$ cat src/rtl/memif_clkgate_pkg.sv
`timescale 1ns/1ps
package memif_clkgate_pkg;

  typedef enum logic [1:0] {
    ST_IDLE    = 2'b00,
    ST_HOLD    = 2'b01,
    ST_BUSY    = 2'b10,
    ST_REFRESH = 2'b11
  } ctrlState_e;

  localparam int CFG_PORT = 0;
  localparam int CFG_CPU  = 1;
  localparam int CFG_MAIN = 2;
  localparam int CFG_SRAM = 3;
  localparam int CFG_BITS = 4;

  typedef struct packed {
    logic cpuNeed;
    logic cpuWake;
    logic mainNeed;
    logic mainWake;
    logic sramNeed;
    logic sramWake;
  } gateStrobe_t;

  function automatic logic isQuiet(input logic [1:0] st);
    return (st == ST_IDLE) || (st == ST_HOLD);
  endfunction

endpackage

$ cat src/rtl/memif_clkgate_ctrl.sv
`timescale 1ns/1ps
module memif_clkgate_ctrl
  import memif_clkgate_pkg::*;
#(
  parameter int NUM_PORTS = 2
) (
  input  logic [CFG_BITS-1:0]  gateCfg,
  input  logic [1:0]           ctrlState,
  input  logic [NUM_PORTS-1:0] portPend,
  input  logic [NUM_PORTS-1:0] portAct,
  input  logic                 reqIn,
  input  logic                 sramPend,
  input  logic                 sramSwEn,
  output logic [NUM_PORTS-1:0] portNeed,
  output logic [NUM_PORTS-1:0] portWake,
  output gateStrobe_t          strobe
);

  logic quiet;
  logic anyPend;
  logic anyAct;

  assign quiet   = isQuiet(ctrlState);
  assign anyPend = |portPend;
  assign anyAct  = |portAct;

  // per-port rule: activity on that port only
  for (genvar p = 0; p < NUM_PORTS; p++) begin : g_port
    always_comb begin
      if (gateCfg[CFG_PORT]) begin
        portNeed[p] = portPend[p] | portAct[p];
        portWake[p] = portPend[p];
      end else begin
        portNeed[p] = ~quiet;
        portWake[p] = 1'b0;
      end
    end
  end

  always_comb begin
    strobe = '0;
    if (gateCfg[CFG_CPU]) begin
      strobe.cpuNeed = reqIn | anyPend | anyAct;
      strobe.cpuWake = reqIn | anyPend;
    end else begin
      strobe.cpuNeed = ~quiet;
    end
    if (gateCfg[CFG_MAIN]) begin
      strobe.mainNeed = anyPend | anyAct;
      strobe.mainWake = anyPend;
    end else begin
      strobe.mainNeed = ~quiet;
    end
    if (gateCfg[CFG_SRAM]) begin
      strobe.sramNeed = sramSwEn & sramPend;
      strobe.sramWake = sramSwEn & sramPend;
    end else begin
      strobe.sramNeed = sramSwEn;
    end
  end

endmodule

$ cat src/rtl/memif_clkgate_dp.sv
`timescale 1ns/1ps
module memif_clkgate_dp
  import memif_clkgate_pkg::*;
#(
  parameter int NUM_PORTS   = 2,
  parameter int WARM_CYCLES = 2
) (
  input  logic                 clk,
  input  logic                 rstN,
  input  logic [NUM_PORTS-1:0] portNeed,
  input  logic [NUM_PORTS-1:0] portWake,
  input  gateStrobe_t          strobe,
  input  logic                 sramPend,
  output logic [NUM_PORTS-1:0] portClkEn,
  output logic                 cpuClkEn,
  output logic                 mainClkEn,
  output logic                 sramClkEn,
  output logic                 sramReady,
  output logic                 sramStart
);

  localparam int CNT_W = $clog2(WARM_CYCLES + 1);
  localparam logic [CNT_W-1:0] CNT_TOP = CNT_W'(WARM_CYCLES);

  logic [NUM_PORTS-1:0] portEnQ;
  logic                 cpuEnQ;
  logic                 mainEnQ;
  logic                 sramEnQ;
  logic [CNT_W-1:0]     warmCnt;

  // enables captured while the clock is low
  for (genvar p = 0; p < NUM_PORTS; p++) begin : g_portEn
    always_ff @(negedge clk or negedge rstN) begin
      if (!rstN) portEnQ[p] <= 1'b1;
      else       portEnQ[p] <= portNeed[p];
    end
    assign portClkEn[p] = portEnQ[p] | (rstN & portWake[p]);
  end

  always_ff @(negedge clk or negedge rstN) begin
    if (!rstN) begin
      cpuEnQ  <= 1'b1;
      mainEnQ <= 1'b1;
      sramEnQ <= 1'b1;
    end else begin
      cpuEnQ  <= strobe.cpuNeed;
      mainEnQ <= strobe.mainNeed;
      sramEnQ <= strobe.sramNeed;
    end
  end

  assign cpuClkEn  = cpuEnQ  | (rstN & strobe.cpuWake);
  assign mainClkEn = mainEnQ | (rstN & strobe.mainWake);
  assign sramClkEn = sramEnQ | (rstN & strobe.sramWake);

  // warm-up: count SRAM clock edges that actually reach the device
  always_ff @(posedge clk or negedge rstN) begin
    if (!rstN)               warmCnt <= '0;
    else if (!sramClkEn)     warmCnt <= '0;
    else if (warmCnt != CNT_TOP) warmCnt <= warmCnt + 1'b1;
  end

  assign sramReady = (warmCnt == CNT_TOP);
  assign sramStart = sramPend & sramReady & sramClkEn;

  assert_ready_cleared_R6: assert property (
    @(posedge clk) disable iff (!rstN) !sramClkEn |=> !sramReady);

  assert_start_after_clock_R7: assert property (
    @(posedge clk) disable iff (!rstN) sramStart |-> $past(sramClkEn));

  assert_ready_follows_run_R6: assert property (
    @(posedge clk) disable iff (!rstN) $rose(sramReady) |-> $past(sramClkEn));

endmodule

$ cat src/rtl/memif_clkgate.sv
`timescale 1ns/1ps
module memif_clkgate
  import memif_clkgate_pkg::*;
#(
  parameter int NUM_PORTS   = 2,
  parameter int WARM_CYCLES = 2
) (
  input  logic                 clk,
  input  logic                 rstN,
  input  logic [3:0]           gateCfg,
  input  logic [1:0]           ctrlState,
  input  logic [NUM_PORTS-1:0] portPend,
  input  logic [NUM_PORTS-1:0] portAct,
  input  logic                 reqIn,
  input  logic                 sramPend,
  input  logic                 sramSwEn,
  output logic [NUM_PORTS-1:0] portClkEn,
  output logic                 cpuClkEn,
  output logic                 mainClkEn,
  output logic                 sramClkEn,
  output logic                 sramReady,
  output logic                 sramStart
);

  logic [NUM_PORTS-1:0] portNeed;
  logic [NUM_PORTS-1:0] portWake;
  gateStrobe_t          strobe;

  memif_clkgate_ctrl #(.NUM_PORTS(NUM_PORTS)) u_ctrl (
    .gateCfg   (gateCfg),
    .ctrlState (ctrlState),
    .portPend  (portPend),
    .portAct   (portAct),
    .reqIn     (reqIn),
    .sramPend  (sramPend),
    .sramSwEn  (sramSwEn),
    .portNeed  (portNeed),
    .portWake  (portWake),
    .strobe    (strobe)
  );

  memif_clkgate_dp #(.NUM_PORTS(NUM_PORTS), .WARM_CYCLES(WARM_CYCLES)) u_dp (
    .clk       (clk),
    .rstN      (rstN),
    .portNeed  (portNeed),
    .portWake  (portWake),
    .strobe    (strobe),
    .sramPend  (sramPend),
    .portClkEn (portClkEn),
    .cpuClkEn  (cpuClkEn),
    .mainClkEn (mainClkEn),
    .sramClkEn (sramClkEn),
    .sramReady (sramReady),
    .sramStart (sramStart)
  );

  assert_cpu_request_wakes_R3: assert property (
    @(posedge clk) disable iff (!rstN) (gateCfg[1] && reqIn) |-> cpuClkEn);

  assert_main_busy_runs_R2: assert property (
    @(posedge clk) disable iff (!rstN)
    (!gateCfg[2] && ctrlState == 2'b10) |-> mainClkEn);

  assert_sram_sw_off_R5: assert property (
    @(posedge clk) disable iff (!rstN) (!gateCfg[3] && !sramSwEn) |-> !sramClkEn);

  assert_port_pend_wakes_R1: assert property (
    @(posedge clk) disable iff (!rstN)
    gateCfg[0] |-> ((portClkEn & portPend) == portPend));

endmodule

$ cat config.mk
export PLATFORM = sky130hd
export DESIGN_NAME = memif_clkgate
export DESIGN_NICKNAME = d
export VERILOG_FILES = /design/src/rtl/memif_clkgate_pkg.sv /design/src/rtl/memif_clkgate_ctrl.sv /design/src/rtl/memif_clkgate_dp.sv /design/src/rtl/memif_clkgate.sv
export SDC_FILE = /design/constraint.sdc
export NUM_CORES = 1
export LEC_CHECK = 0
export ABC_CLOCK_PERIOD_IN_PS = 1300
export BUFFER_PORTS_ARGS = -buffer_cell sky130_fd_sc_hd__buf_2
export CORE_AREA = 2 2 39 41
export DETAILED_ROUTE_END_ITERATION = 10
export DIE_AREA = 0 0 41 43
export PLACE_DENSITY = 0.58
export SYNTH_ARGS = -nofsm -noshare
export SYNTH_HDL_FRONTEND = slang
export SYNTH_HIERARCHICAL = 1
export SYNTH_SLANG_ARGS = --single-unit
export TNS_END_PERCENT = 1
$ cat constraint.sdc
create_clock -name clk -period 1.3 [get_ports clk]
set_input_delay 0.13 -clock clk [delete_from_list [all_inputs] [get_ports clk]]
set_output_delay 0.13 -clock clk [all_outputs]
set_load 0.05 [all_outputs]
# --- Yosys cells after proc, flatten, opt, wreduce, memory -nomap -nowiden ---
# Index checks and enable logic that the tools add are counted.
op_classes:
  add_sub_neg: 1
  mul: 0
  div_mod_pow: 0
  n_lt_le_gt_ge: 0
  eq_ne: 4
  n_shift: 0
  muxes: 12
  n_bitwise: 19
  n_reduce_logical: 4
ops:
  columns: ["operator", "n"]
  rows:
  - ["1-bit 2-to-1 mux", 10]
  - ["1-bit OR", 10]
  - ["1-bit AND", 8]
  - ["2-bit 2-to-1 mux", 2]
  - ["2-bit != test, second input constant", 2]
  - ["2-bit OR reduction", 2]
  - ["2-bit by 1-bit adder with 2-bit output, second input constant", 1]
  - ["2-bit by 1-bit == test with 1-bit output, second input constant", 1]
  - ["2-bit == test, second input constant", 1]
  - ["2-bit zero test", 1]
  - ["1-bit logical OR", 1]
  - ["1-bit NOT", 1]
word_totals:
  ff_bits: 7
  latchBits: 0
  ram_bits: 0
  mem_bits_ro: 0
  inputBits: 15
  output_inout_bits: 7
  elab_cells: 46
  memories: 0

# --- Longest topological paths before layout ---
logic_depth:
  depth_word: 5
  depth_mapped: 4
  mapped_depth_nobuf: 4

# --- By module ---
# The synthesis kept the hierarchy.
by_module_without_submodules:
  columns: ["mod", "n_inst", "cells_per_inst", "area_per_inst_um2", "seq_area_each_um2"]
  rows:
  - ["memif_clkgate_dp", 1, 22, 282.8, 181.4]
  - ["memif_clkgate_ctrl", 1, 19, 102.6, 0.0]

==> summary.txt <==
Status
  – Status: complete, but fails checks
  – Failing checks: negative setup slack

Logic synthesis
  – Ys flop type: dfstp_2
  – Xor/xnor cell area share of the yosys netlist: 2.273%
  – #FFs+latches synth: 7
  – EDFF count, synth: 0
  – Post-synthesis adder-cell area fraction: 3.247%
  – Netlist Area Pre-Place: 385.4 um2
  – Asr flop ratio synth: 100.0%
  – Yosys top cell by area: dfstp_2
  – Mapped Nets: 57
  – Register area share after synthesis: 47.08%
  – Synth area leaders: dfstp_2 (34%), dfrtp_1 (13%), a21o_2 (9.1%), nor2_1 (7.8%), a21oi_1 (3.9%)
  – Cells after Synth: 41
  – Yosys cell types: 19
  – Yosys top cell area share: 34.09%
  – Synth warn: 6
  – Compound-Gate Fraction of Synth Area: 20.45%
  – Mux share of post-synthesis cell area: 0%
  – Count leader, synth: nor2_1
  – Mean Syn Cell Area: 9.399 um2
  – Largest family of logic cells by synthesized area: simple AND/OR/NAND/NOR gates
  – Area share of and/or/nand/nor cells after synthesis: 23.05%
  – Most frequent cells after synthesis: nor2_1 (8), dfstp_2 (5), a21o_2 (4), a21oi_1 (3), inv_1 (3)

Critical path
  – CP startpoint kind: register
  – Register-to-Register Setup Slack: -0.29 ns
  – Arrival time worst endpoint: 1.89 ns
  – Setup crit start: u_dp/sramEnQ$_DFF_NN1_
  – Worst Path Required: 1.17 ns
  – Worst-path fanout max: 2
  – Reg-to-reg startpoint: u_dp/sramEnQ$_DFF_NN1_
  – Critical path endpoint category: output port
  – Kind of critical path: reg -> out

Placement
  – Gpl congestion: 0.6243
  – DP HPWL: 679.3 um
  – Port Buffers: 20

Clocking
  – # H-tree levels: 1
  – CTS clk-pin slew, worst paths: 0.05 ns
  – Clock Sinks: 7
  – Worst skew pair latency: 0.31 ns
  – Root buf cell: clkbuf_4
  – Max clock buf depth: 2
  – Setup bufs post-CTS: 0
  – CTS tree: built
  – CTS buffer count: 3

Pwr
  – Worst VDD drop: 0.0005034 V
  – Pwr dens: 1191 nW/um2
  – Leak: 0.3360 nW

Floorplanning
  – DIE WIDTH: 41 um
  – Starting density of the core: 27.85%
  – Core footprint: 1384 um2
  – Num ports: 22
  – Die height: 43 um
  – Die ar.: 1763 um2
  – Rows: 14

Final layout
  – N_diodes: 0
  – Fill count: 151
  – Share of post-route cells with drive strength above 1: 57.53%
  – Area of the multi-input gates: 211.5 um2
  – Post-layout util: 47.29%
  – P&R area growth vs syn: 69.81%
  – Fin nets: 90
  – Seq. cell area: 181.4 um2

Global routing
  – GRT Total Usage: 12.46%
  – Initial antenna violation count: 0
  – First-pass GRT wire length: 1380 um
  – Pin count of the biggest net entering global routing: 7
  – Total gr overflow: 0
  – Vias in the first global route: 385

Timing
  – Max-slew violations: 0
  – RSZ-0062 raised after global routing: true
  – WHS: 0.3056 ns
  – Setup Viol. Count Final: 9
  – Layout Skew: 0.06248 ns
  – Slew margin rel.: 83.67%
  – Hold Fails Final Rpt: 0
  – Tightest Pin Transition: 0.2442 ns
  – Worst Slack Setup Final: -0.7163 ns

Drt
  – Iter 0 DRT Violations: 4
  – Final ANT Viol Nets: 0
  – # DRC: 0
  – Wire per inst: 9.629 um
  – Via-per-instance ratio: 4.348
  – Via count: 387
  – TritonRoute pass-1 iters: 3
  – Final WL: 857 um

Run
  – Max Cap Violations: 0

Worst hold path
  – Hold Crit Class: in -> async
[sequential cells by signal, summed over array words and instances (netlist names)]
name,count
u_dp/cpuEnQ,1
u_dp/mainEnQ,1
u_dp/portEnQ,2
u_dp/sramEnQ,1
u_dp/warmCnt,2
[final timing paths]
kind,end,depth (start not counted)
min in group clk,u_dp/warmCnt[0]$_DFFE_PN0P_,4
min reg2reg,u_dp/warmCnt[1]$_DFFE_PN0P_,2
max,sramStart,4
max reg2reg,u_dp/warmCnt[1]$_DFFE_PN0P_,3
min,u_dp/warmCnt[0]$_DFFE_PN0P_,2
max in group asynchronous,u_dp/portEnQ[0]$_DFF_NN1_,2
[logic make-up (layout without fill, tap and decap cells)]
family	Yosys count	after routing
xor gates and xnor gates	1	1
AOI/OAI and AO/OA	11	11
DFF	7	7
and+or+nand+nor	17	17
adders and majority gates	1	1
buffers and inverters	4	36
[final cells by class]
type / count / area share, %
Clock buffer: 4 / 4.015
Sequential cell: 7 / 27.72
Multi-Input combinational cell: 30 / 32.31
Clock inverter: 5 / 2.868
Tap cell: 16 / 3.059
Inverter: 3 / 2.103
Timing Repair Buffer: 24 / 27.92
[through the flow]
stage	cell area [um2]	instances	setup WS, ns	setup TNS (ns)	power (W)
after detailed placement	535.5	80	-0.4966	-2.516	0.0005062
after global placement	535.5	80	-0.4854	-2.463	0.0005001
after global routing	654.4	89	-0.7771	-4.556	0.0008648
after CTS	643.1	89	-0.7383	-4.224	0.0007898
final	654.4	89	-0.7163	-4.067	0.0007791
after floorplan	392.9	41	-0.4711	-1.600	0.0004367
[power by group]
group,internal (W),switching (W)
Combinational,0.000108,0.000152
Sequential,0.000251,0.0000120
Clock,0.000138,0.000117
Total,0.000497,0.000282
[critical path, cell delays in order, from the launching register on]
cell and delay [ns]:
dfstp_2 0.51, a21oi_2 0.04, inv_4 0.05, and3_4 0.18
buf_8 0.14
[metal layers]
layer	up-vias	global-route usage (%)	share of wire, %
met2	18	16.56	49
met3	0	5.759	7.6
met1	167	12.91	43
li1	202	-	-
met4	0	13.33	0
met5	-	0	0
[layout by cell type (no fill, tap or decap), drive strengths merged]
master       count
and3             2
nor3             1
a31oi            2
nor2             8
dfstp            5
a21boi           1
nand2            1
inv              8
dfrtp            2
clkbuf           4
xor2             1
ha               1
dlygate4sd3      1
a21oi            4
a21o             4
nor2b            2
buf             23
or2              1
and2             2
[repair_timing]
item,4_1_cts,5_1_grt
setup endpoints to repair,9,9
pin swaps,1,0
endpoints found under the hold margin,2,0
gates resized for setup,17,2
hold buffers,1,0
(Power assumes the default switching activity.)
